===== src/rtl/rxq_batch_pkg.sv =====
package rxq_batch_pkg;
  localparam int unsigned DEF_NRINGS   = 4;
  localparam int unsigned DEF_LEN_W    = 16;
  localparam int unsigned DEF_GRAN     = 32;
  localparam int unsigned DEF_MIN_SIZE = 64;
  localparam int unsigned DEF_MAX_SIZE = 16384;

  typedef enum logic [1:0] {
    ST_IDLE = 2'd0,
    ST_DIV  = 2'd1,
    ST_HOLD = 2'd2,
    ST_OUT  = 2'd3
  } batch_state_t;
endpackage


===== src/rtl/rxq_bufsz_regs.sv =====
module rxq_bufsz_regs #(
  parameter int unsigned NRINGS   = 4,
  parameter int unsigned SIZE_W   = 16,
  parameter int unsigned GRAN     = 32,
  parameter int unsigned MIN_SIZE = 64,
  parameter int unsigned MAX_SIZE = 16384,
  localparam int unsigned RING_W  = (NRINGS > 1) ? $clog2(NRINGS) : 1
) (
  input  logic              clk,
  input  logic              rst_n,
  input  logic              wr_en,
  input  logic [RING_W-1:0] wr_ring,
  input  logic [SIZE_W-1:0] wr_size,
  input  logic [RING_W-1:0] rd_ring,
  output logic [SIZE_W-1:0] rd_size,
  output logic              rd_bad,
  output logic [NRINGS-1:0] bad_vec
);
  logic [SIZE_W-1:0] size_q [NRINGS];
  logic [NRINGS-1:0] bad_q;
  logic              size_ok;

  // Granularity and window checks on the written value
  always_comb begin
    size_ok = ((32'(wr_size) % GRAN) == 0) &&
              (32'(wr_size) >= MIN_SIZE) &&
              (32'(wr_size) <= MAX_SIZE);
  end

  for (genvar g = 0; g < NRINGS; g++) begin : g_ring
    always_ff @(posedge clk) begin
      if (!rst_n) begin
        size_q[g] <= SIZE_W'(MIN_SIZE);
        bad_q[g]  <= 1'b1;
      end else if (wr_en && (32'(wr_ring) == g)) begin
        bad_q[g] <= !size_ok;
        if (size_ok) size_q[g] <= wr_size;
      end
    end
  end

  assign rd_size = size_q[rd_ring];
  assign rd_bad  = bad_q[rd_ring];
  assign bad_vec = bad_q;
endmodule


===== src/rtl/rxq_ceil_div.sv =====
module rxq_ceil_div #(
  parameter int unsigned W = 16,
  localparam int unsigned CW = $clog2(W + 1),
  localparam int unsigned SW = $clog2(W)
) (
  input  logic         clk,
  input  logic         rst_n,
  input  logic         start,
  input  logic [W-1:0] dividend,
  input  logic [W-1:0] divisor,
  output logic         done,
  output logic [W-1:0] quo
);
  logic [W-1:0]  dvs_q, shf_q, res_q;
  logic [W:0]    rem_q;
  logic [CW-1:0] cnt_q;
  logic          busy_q, done_q;

  logic          pow2;
  logic [SW-1:0] sh_amt;
  logic [W-1:0]  low_mask;
  logic [W:0]    trial, rem_nx;
  logic          fits;
  logic [W-1:0]  shf_nx;

  always_comb begin
    pow2     = $onehot(divisor);
    low_mask = divisor - 1'b1;
    sh_amt   = '0;
    for (int i = 0; i < W; i++) begin
      if (divisor[i]) sh_amt = SW'(i);
    end
    trial  = {rem_q[W-1:0], shf_q[W-1]};
    fits   = trial >= {1'b0, dvs_q};
    rem_nx = fits ? (trial - {1'b0, dvs_q}) : trial;
    shf_nx = {shf_q[W-2:0], fits};
  end

  always_ff @(posedge clk) begin
    if (!rst_n) begin
      dvs_q  <= '0;
      shf_q  <= '0;
      res_q  <= '0;
      rem_q  <= '0;
      cnt_q  <= '0;
      busy_q <= 1'b0;
      done_q <= 1'b0;
    end else begin
      done_q <= 1'b0;
      if (start && pow2) begin
        res_q  <= (dividend >> sh_amt) + W'(|(dividend & low_mask));
        done_q <= 1'b1;
      end else if (start) begin
        dvs_q  <= divisor;
        shf_q  <= dividend;
        rem_q  <= '0;
        cnt_q  <= CW'(W);
        busy_q <= 1'b1;
      end else if (busy_q) begin
        rem_q <= rem_nx;
        shf_q <= shf_nx;
        cnt_q <= cnt_q - 1'b1;
        if (cnt_q == CW'(1)) begin
          busy_q <= 1'b0;
          done_q <= 1'b1;
          res_q  <= shf_nx + W'(|rem_nx);
        end
      end
    end
  end

  assign done = done_q;
  assign quo  = res_q;
endmodule


===== src/rtl/rxq_desc_batcher.sv =====
module rxq_desc_batcher
  import rxq_batch_pkg::*;
#(
  parameter int unsigned NRINGS   = DEF_NRINGS,
  parameter int unsigned LEN_W    = DEF_LEN_W,
  parameter int unsigned GRAN     = DEF_GRAN,
  parameter int unsigned MIN_SIZE = DEF_MIN_SIZE,
  parameter int unsigned MAX_SIZE = DEF_MAX_SIZE,
  localparam int unsigned RING_W  = (NRINGS > 1) ? $clog2(NRINGS) : 1,
  localparam int unsigned SIZE_W  = LEN_W,
  localparam int unsigned CNT_W   = LEN_W
) (
  input  logic              clk,
  input  logic              rst_n,
  input  logic              cfg_we,
  input  logic [RING_W-1:0] cfg_ring,
  input  logic [SIZE_W-1:0] cfg_size,
  output logic [NRINGS-1:0] ring_bad,
  input  logic              pkt_valid,
  output logic              pkt_ready,
  input  logic [RING_W-1:0] pkt_ring,
  input  logic [LEN_W-1:0]  pkt_len,
  input  logic [CNT_W-1:0]  avail_cnt,
  output logic              req_valid,
  input  logic              req_ready,
  output logic [RING_W-1:0] req_ring,
  output logic [CNT_W-1:0]  req_count,
  output logic              req_bad,
  output logic              shortfall
);
  batch_state_t      state_q;
  logic [RING_W-1:0] ring_q;
  logic [CNT_W-1:0]  cnt_q;
  logic              bad_q;

  logic [SIZE_W-1:0] rd_size;
  logic              rd_bad;
  logic              accept, div_start, div_done;
  logic [LEN_W-1:0]  div_quo;

  rxq_bufsz_regs #(
    .NRINGS(NRINGS), .SIZE_W(SIZE_W), .GRAN(GRAN),
    .MIN_SIZE(MIN_SIZE), .MAX_SIZE(MAX_SIZE)
  ) u_regs (
    .clk(clk), .rst_n(rst_n),
    .wr_en(cfg_we), .wr_ring(cfg_ring), .wr_size(cfg_size),
    .rd_ring(pkt_ring), .rd_size(rd_size), .rd_bad(rd_bad),
    .bad_vec(ring_bad)
  );

  rxq_ceil_div #(.W(LEN_W)) u_div (
    .clk(clk), .rst_n(rst_n),
    .start(div_start), .dividend(pkt_len), .divisor(rd_size),
    .done(div_done), .quo(div_quo)
  );

  assign pkt_ready = (state_q == ST_IDLE);
  assign accept    = pkt_valid && pkt_ready;
  assign div_start = accept && !rd_bad;

  always_ff @(posedge clk) begin
    if (!rst_n) begin
      state_q <= ST_IDLE;
      ring_q  <= '0;
      cnt_q   <= '0;
      bad_q   <= 1'b0;
    end else begin
      unique case (state_q)
        ST_IDLE: if (accept) begin
          ring_q <= pkt_ring;
          bad_q  <= rd_bad;
          cnt_q  <= '0;
          state_q <= rd_bad ? ST_OUT : ST_DIV;
        end
        ST_DIV: if (div_done) begin
          cnt_q   <= CNT_W'(div_quo);
          state_q <= ST_HOLD;
        end
        ST_HOLD: if (cnt_q <= avail_cnt) state_q <= ST_OUT;
        ST_OUT:  if (req_ready) state_q <= ST_IDLE;
        default: state_q <= ST_IDLE;
      endcase
    end
  end

  assign req_valid = (state_q == ST_OUT);
  assign req_ring  = ring_q;
  assign req_count = cnt_q;
  assign req_bad   = bad_q;
  assign shortfall = (state_q == ST_HOLD) && (cnt_q > avail_cnt);
endmodule


===== config.mk =====
export PLATFORM = sky130hd
export DESIGN_NAME = rxq_desc_batcher
export DESIGN_NICKNAME = d
export VERILOG_FILES = /design/src/rtl/rxq_batch_pkg.sv /design/src/rtl/rxq_bufsz_regs.sv /design/src/rtl/rxq_ceil_div.sv /design/src/rtl/rxq_desc_batcher.sv
export SDC_FILE = /design/constraint.sdc
export NUM_CORES = 1
export LEC_CHECK = 0
export BUFFER_PORTS_ARGS = -buffer_cell sky130_fd_sc_hd__buf_2
export CAP_MARGIN = 20
export CORE_ASPECT_RATIO = 0.8
export CORE_MARGIN = 2
export CORE_UTILIZATION = 30
export CTS_CLUSTER_DIAMETER = 120
export DETAILED_ROUTE_END_ITERATION = 8
export SYNTH_ARGS = -nofsm -noshare
export SYNTH_HDL_FRONTEND = slang
export SYNTH_SLANG_ARGS = --single-unit

===== constraint.sdc =====
create_clock -name clk -period 7.8 [get_ports clk]
set_input_delay 0.78 -clock clk [delete_from_list [all_inputs] [get_ports clk]]
set_output_delay 0.78 -clock clk [all_outputs]
set_load 0.02 [all_outputs]

### After elaboration in Yosys (flattened, before gate mapping)

Memory sizes are Yosys's and may differ from the RTL's.
Index checks and enable logic that the tools add are counted.

* RAM bits: 64
* register bits after elaboration: 96
* memories kept: 1
* input bits: 57
* output and inout port bits: 26

Memory list
* u_regs.size_q: words 4, bits a word 16, read ports 1, clocked after Yosys merged registers in 0, wr ports 4, RTL line rxq_bufsz_regs.sv:19 `logic [SIZE_W-1:0] size_q [NRINGS];`

* eq/ne operators: 13
* bitwise operators: 6
* reduce and logical (&&, ||, !) cells: 27
* add/sub/neg operators: 20
* muxes and demuxes: 62
* order comparisons: 6
* shift-type cells: 1

Operators with widths (number)
* two-way mux 16 bit: 14
* adder 5 bit: 7
* adder 16 x 1 -> 16 bit: 2
* zero test 32 bit: 1
* two-way mux 4 bit: 8
* one-hot mux 16 bit (2 select lines): 1
* two-way mux 1 bit: 23
* >= comparator 17 x 16 -> 1 bit: 1
* two-way mux 17 bit: 1
* OR reduction 17 bit: 1
* subtractor 17 x 16 -> 17 bit: 1
* adder 1 x 1 -> 2 bit: 8
* bitwise AND 16 bit: 1
* >= comparator 16 x 7 -> 1 bit, second input constant: 1
* greater-than comparator 16 bit: 1
* less-or-equal comparator 16 x 15 -> 1 bit, second input constant: 1
* less-or-equal comparator 16 bit: 1
* OR reduction 16 bit: 1
* right shift 16 x 4 -> 16 bit: 1
* subtractor 16 x 1 -> 16 bit, second input constant: 1
* two-way mux 2 bit: 7
* two-way mux 3 bit: 4
* equality test 5 x 1 -> 1 bit, second input constant: 2
* logical AND 1 bit: 10
* other kinds (17): 36

### Depth between registers and ports, before layout

An unclocked memory read counts as a cell.

* depth after elaboration: 19
* depth in mapped cells: 26
* mapped depth without buffers: 26

### Hierarchy

A second synthesis with hierarchy kept.

* cell total of the unflattened synthesis: 1198
* area, all modules: 10969.3 µm²

Modules (own cells, without submodules)
* rxq_ceil_div: area each 6729.0 µm², times used 1, seq. area each 1421.4 µm², cells an instance 874
* rxq_bufsz_regs: area each 2932.8 µm², times used 1, seq. area each 2001.9 µm², cells an instance 180
* rxq_desc_batcher: area each 1307.5 µm², times used 1, seq. area each 420.4 µm², cells an instance 144

### Worst setup path before layout

No wires, ideal clock.

* path type: input -> register
* from: in pkt_ring[0]
* to: reg u_div.rem_q[1]
* slack: 1.647 ns
* data required time: 7.726 ns
* arrival: 6.079 ns
* stages on the path: 20
* path buffers: 3
* path through: buf_6 > buf_6 > mux4_2 > ha_1 > fa_1 > inv_1 > fa_1 > fa_1 > inv_1 > fa_1 > ha_1 > fa_1 > nor4b_1 > nand2_1 > nand2_1 > nand2_1 > nor2_1 > clkbuf_1 > nand2_1 > o21ai_0

* longest elaborated chain between the ends: 9
* elaborated cells between the ends (all ways): 26
* classes of those cells: 15 x add/sub; 1 x eq/ne; 3 x mux; 1 x bitwise; 5 x reduce/logical; 1 x memory

RTL lines
* from (decl): RTL line rxq_desc_batcher.sv:21 `input logic [RING_W-1:0] pkt_ring,`
* memory (4 x 16 bit)
* net rd_size[0]: RTL line rxq_desc_batcher.sv:36 `logic [SIZE_W-1:0] rd_size;`
* adder 1 x 1 -> 2 bit (implied by the code): RTL line rxq_ceil_div.sv:27 `pow2 = $onehot(divisor);`
* adder 5 bit (implied by the code) (3 in a row): RTL line rxq_ceil_div.sv:27
* equality test 5 x 1 -> 1 bit: RTL line rxq_ceil_div.sv:27
* logical AND 1 bit: RTL line rxq_ceil_div.sv:50 `if (start && pow2) begin`
* inverter 1 bit (no source line)
* AND reduction 2 bit (no source line)
* to (signal assigned): RTL line rxq_ceil_div.sv:60 `rem_q <= rem_nx;`
* to (decl): RTL line rxq_ceil_div.sv:15 `logic [W:0] rem_q;`

The timed path passes the listed nets, and every way through them passes these cells. The select of a mux whose other input is x is not followed.
A chain may end at the register's enable or synchronous reset.

### Worst setup path in the final report

* from: in pkt_ring[0]
* to: reg u_div.res_q[14], in the netlist u_div.quo[14]

* elaborated cells between the ends (all ways): 47
* classes of those cells: 17 x add/sub; 2 x eq/ne; 1 x shift; 18 x mux; 1 x bitwise; 7 x reduce/logical; 1 x memory

RTL lines
* memory (4 x 16 bit) (*)
* net rd_size[11]: RTL line rxq_desc_batcher.sv:36
* adder 1 x 1 -> 2 bit (implied by the code) / two-way mux 4 bit (equally long branches): RTL line rxq_ceil_div.sv:27, rxq_ceil_div.sv:31
* adder 5 bit (implied by the code) / two-way mux 4 bit (equally long branches) (3 in a row): RTL line rxq_ceil_div.sv:27, rxq_ceil_div.sv:31
* equality test 5 x 1 -> 1 bit / two-way mux 4 bit (equally long branches): RTL line rxq_ceil_div.sv:27, rxq_ceil_div.sv:31
* logical AND 1 bit / right shift 16 x 4 -> 16 bit (equally long branches): RTL line rxq_ceil_div.sv:50, rxq_ceil_div.sv:51
* inequality test 2 bit (no source line) (tied with other cells)
* AND reduction 3 bit (no source line) / two-way mux 16 bit (equally long branches)
* to (signal assigned): RTL line rxq_ceil_div.sv:51 `res_q <= (dividend >> sh_amt) + W'(|(dividend & low_mask));`
* to (signal assigned): RTL line rxq_ceil_div.sv:66 `res_q <= shf_nx + W'(|rem_nx);`
* to (decl): RTL line rxq_ceil_div.sv:14 `logic [W-1:0] dvs_q, shf_q, res_q;`

Mark *: on every way through the listed nets, which the timed path passes. The rest lies on a longest branch. The select of a mux whose other input is x is not followed.

==> metrics.csv <==
stage,metric,value,unit
power,overall power,2.39,mW
logic_synthesis,Mean Syn Cell Area,9.13,µm²
drt,drt drc,0,
floorplanning,Die Span X,215,µm
logic_synthesis,Seq cells post-synth,160,
cells_and_area,layout net count,1399,
sta,setup TNS,0,ns
drt,Antenna Nets Post-Route,0,
logic_synthesis,"FFs w/ async S/R, synth",0,%
critical_path,Critical path buffers and inverters,5,
drt,vias,9044,
logic_synthesis,"Warnings, synthesis",0,
logic_synthesis,most common cell in the netlist,nor2_1,
placement,gpl congestion,0.906,
cts,worst skew pair latency,0.44,ns
sta,Slew HR,41.8,%
critical_path,CP endpoint kind,register,
critical_path,Critical Path Slowest Stage Cell,mux4_2,
logic_synthesis,Synth top cells by count,"nor2_1 (115), nand2_1 (99), dfxtp_1 (96)",
cts,clock-pin slew on the worst setup and hold paths,0.07,ns
sta,crit share post-route,83.9,%
floorplanning,row count,61,
drt,metal3 WL,2.00,mm
critical_path,Crit Path Class,primary input to register,
logic_synthesis,Yosys top cell by area,dfxtp_1,
critical_path,Crit Path Max Fanout,16,
drt,drt initial violations,749,
floorplanning,Ports,83,
cts,CTS Buffer Depth,2,
cts,CTS Sinks,160,
min_path,worst min path class,register to register,
drt,DR vias/cell,5.17,
floorplanning,Die Ht,173,µm
critical_path,most frequent CP cell,fa_1,
sta,clk_skew,0.0126,ns
critical_path,critical path arrival,6.93,ns
logic_synthesis,"Cell Area, Synth",0.0107,mm²
drt,top sig layer,met5,
flow_run,max cap viols,0,
sta,Hold Fails Final Rpt,0,
critical_path,"Largest delay share family, worst path",adder cells,
critical_path,reg2reg setup slack,1.77,ns
sta,Period minus WS final,6.54,ns
logic_synthesis,ranking of synthesized cells by area,"dfxtp_1 (18%), edfxtp_1 (18%), ha_1 (7.6%)",
cells_and_area,area delta synth->final,14.4,%
logic_synthesis,sequential fraction of the synthesis area,35.8,%
grt,pin count of the biggest net entering global routing,67,
outcome,status,"complete, no violations",
critical_path,crit-path max cell delay,0.71,ns
logic_synthesis,number of library cell types mapped by synthesis,83,
logic_synthesis,cells after synthesis,1175,
grt,first-pass GRT wire length,48.1,mm
critical_path,cell breakdown of the critical path,buf_2 -> mux4_2 -> inv_1 -> ha_1 -> inv_1 -> fa_1 -> inv_1 -> fa_1 -> fa_1 -> fa_1 -> ha_1 -> fa_1 -> nor4b_1 -> nand2_1 -> nor2_1 -> buf_4 -> nand2_1 -> nor3_1 -> o21ai_0 -> and3_1 -> nand2_1,
cts,post-CTS resize count,0,
drt,metal2 WL,12.8,mm
power,P_leak,4.80,nW
grt,total routing usage reported by global routing,16.1,%
sta,Tightest Pin Transition,0.865,ns
sta,Finish-stage setup viols,0,
drt,Detailed Routing Iterations Pass 1,5,
grt,initial antenna violation count,2,
placement,port bufs,82,
sta,pins over their slew limit,0,
power,VDD IR-drop max,185,µV
critical_path,startpoint types,primary input,
drt,WL per Instance,16.9,µm
floorplanning,Core ar.,0.0350,mm²
sta,Max Clk Rate,153,MHz
power,PD cells,194,mW/mm²
floorplanning,full die area,0.0373,mm²
sta,"Worst Setup Slack, final",1.26,ns
grt,total gr overflow,0,
floorplanning,Initial Utilization,30.7,%
cts,TritonCTS Buffers,17,
grt,vias in the first global route,8776,
placement,pre-CTS setup slack,0.816,ns
placement,DPL Wire Length,22.5,mm
drt,final wirelength,29.5,mm
cts,clock root cell,clkbuf_16,
sta,hold_ws,0.472,ns
cts,CTS tree,done,
sta,RSZ-0062 raised after global routing,no,
logic_synthesis,Synth top area share,17.9,%
cts,hold_buf cts,0,
cells_and_area,share of post-route cells with drive strength above 1,14.2,%
cts,# Post-CTS Setup Buffers,0,
drt,wl on met1,14.2,mm
logic_synthesis,ys flop type,dfxtp_1,
cts,H-Tree Depth,4,
critical_path,Critical Path RT,8.18,ns
cells_and_area,ANT cells,0,
logic_synthesis,number of flops mapped to enable cells by yosys,64,
==> cell usage in the layout (no fill, tap or decap), drive strengths merged, types with 5 or more instances in the layout <==
cell type / count
nor3: 18
dfxtp: 96
edfxtp: 64
mux4: 19
or2: 6
mux2i: 44
nand4: 22
a211oi: 21
a31oi: 8
o22ai: 8
or3: 6
a22oi: 20
o211ai: 17
buf: 92
o21a: 10
o21ai: 59
a21o: 12
fa: 12
and3: 13
clkinv: 5
conb: 24
a21boi: 8
a21oi: 62
mux2: 8
nor2: 118
inv: 100
and2: 42
nand2b: 9
nand2: 100
nor4: 14
clkbuf: 20
a221oi: 5
nand3: 49
xor2: 17
xnor2: 32
ha: 65
==> layout make-up <==
cell class / instances / area [µm²]
Clock inverter: 13 / 129
Clock buffer: 19 / 433
Multi-Input combinational cell: 899 / 6430
Sequential cell: 160 / 3840
Fill cell: 3705 / 22700
Inverter: 94 / 353
Timing Repair Buffer: 93 / 493
Tap cell: 472 / 591
==> per-stage QoR <==
step	std cells	utilization, %	instance area [µm²]
floorplan	1198	-	10800
global placement	1716	33.5	11700
detailed placement	1716	33.5	11700
CTS	1748	35.1	12300
global route	1750	35.1	12300
finish	1750	35.1	12300
==> metal layers <==
layer | track usage, % | vias up
li1 | - | 4419
met1 | 23.0 | 4291
met2 | 24.2 | 294
met3 | 3.71 | 38
met4 | 4.14 | 2
met5 | 0 | -
==> worst reg2reg max path: stages (launching register included) <==
cell,delay [ns]
edfxtp_1,0.40
mux4_2,0.66
ha_1,0.27
inv_1,0.06
fa_1,0.44
fa_1,0.49
fa_1,0.55
inv_1,0.05
fa_1,0.48
ha_1,0.24
fa_1,0.43
nor4b_1,0.42
nand2_1,0.17
nor2_1,0.13
buf_4,0.19
nand2_1,0.25
nor3_1,0.35
o21ai_0,0.14
and3_1,0.19
nand2_1,0.06
==> power by group <==
part           total [mW]  internal (mW)  switching (mW)
clock network       0.818          0.447           0.370
logic               0.656          0.249           0.407
registers           0.913          0.899          0.0141
==> registers in the layout, summed over array words and instances, names as in the netlist <==
register / cells
u_regs.size_q: 64
u_div.busy_q: 1
u_div.rem_q: 16
state_q: 2
u_div.shf_q: 16
u_div.quo: 16
u_div.done: 1
u_div.cnt_q: 5
u_div.dvs_q: 16
u_regs.bad_vec: 4
req_ring: 2
req_count: 16
req_bad: 1
==> path summary, 6_finish.rpt <==
| path | startpoint | endpoint | cells after the start |
|---|---|---|---|
| hold reg to reg | req_ring[0] | req_ring[0] | 2 |
| setup reg to reg | u_regs.size_q[2][12] | u_div.quo[14] | 19 |
| setup / recovery | pkt_ring[0] | u_div.quo[14] | 21 |
| hold / removal | req_ring[0] | req_ring[0] | 2 |
==> cell families after synthesis <==
| group | synth area share, % |
|---|---|
| AO/OA/AOI/OAI | 17.2 |
| XOR/XNOR | 4.00 |
| adder cells (fa/ha/maj) | 9.82 |
| buffers and inverters | 5.11 |
| flip-flops | 35.8 |
| multiplexers | 8.97 |
| other | 0.0350 |
| AND/OR/NAND/NOR | 19.0 |
Power figures use the tool's default switching activity.
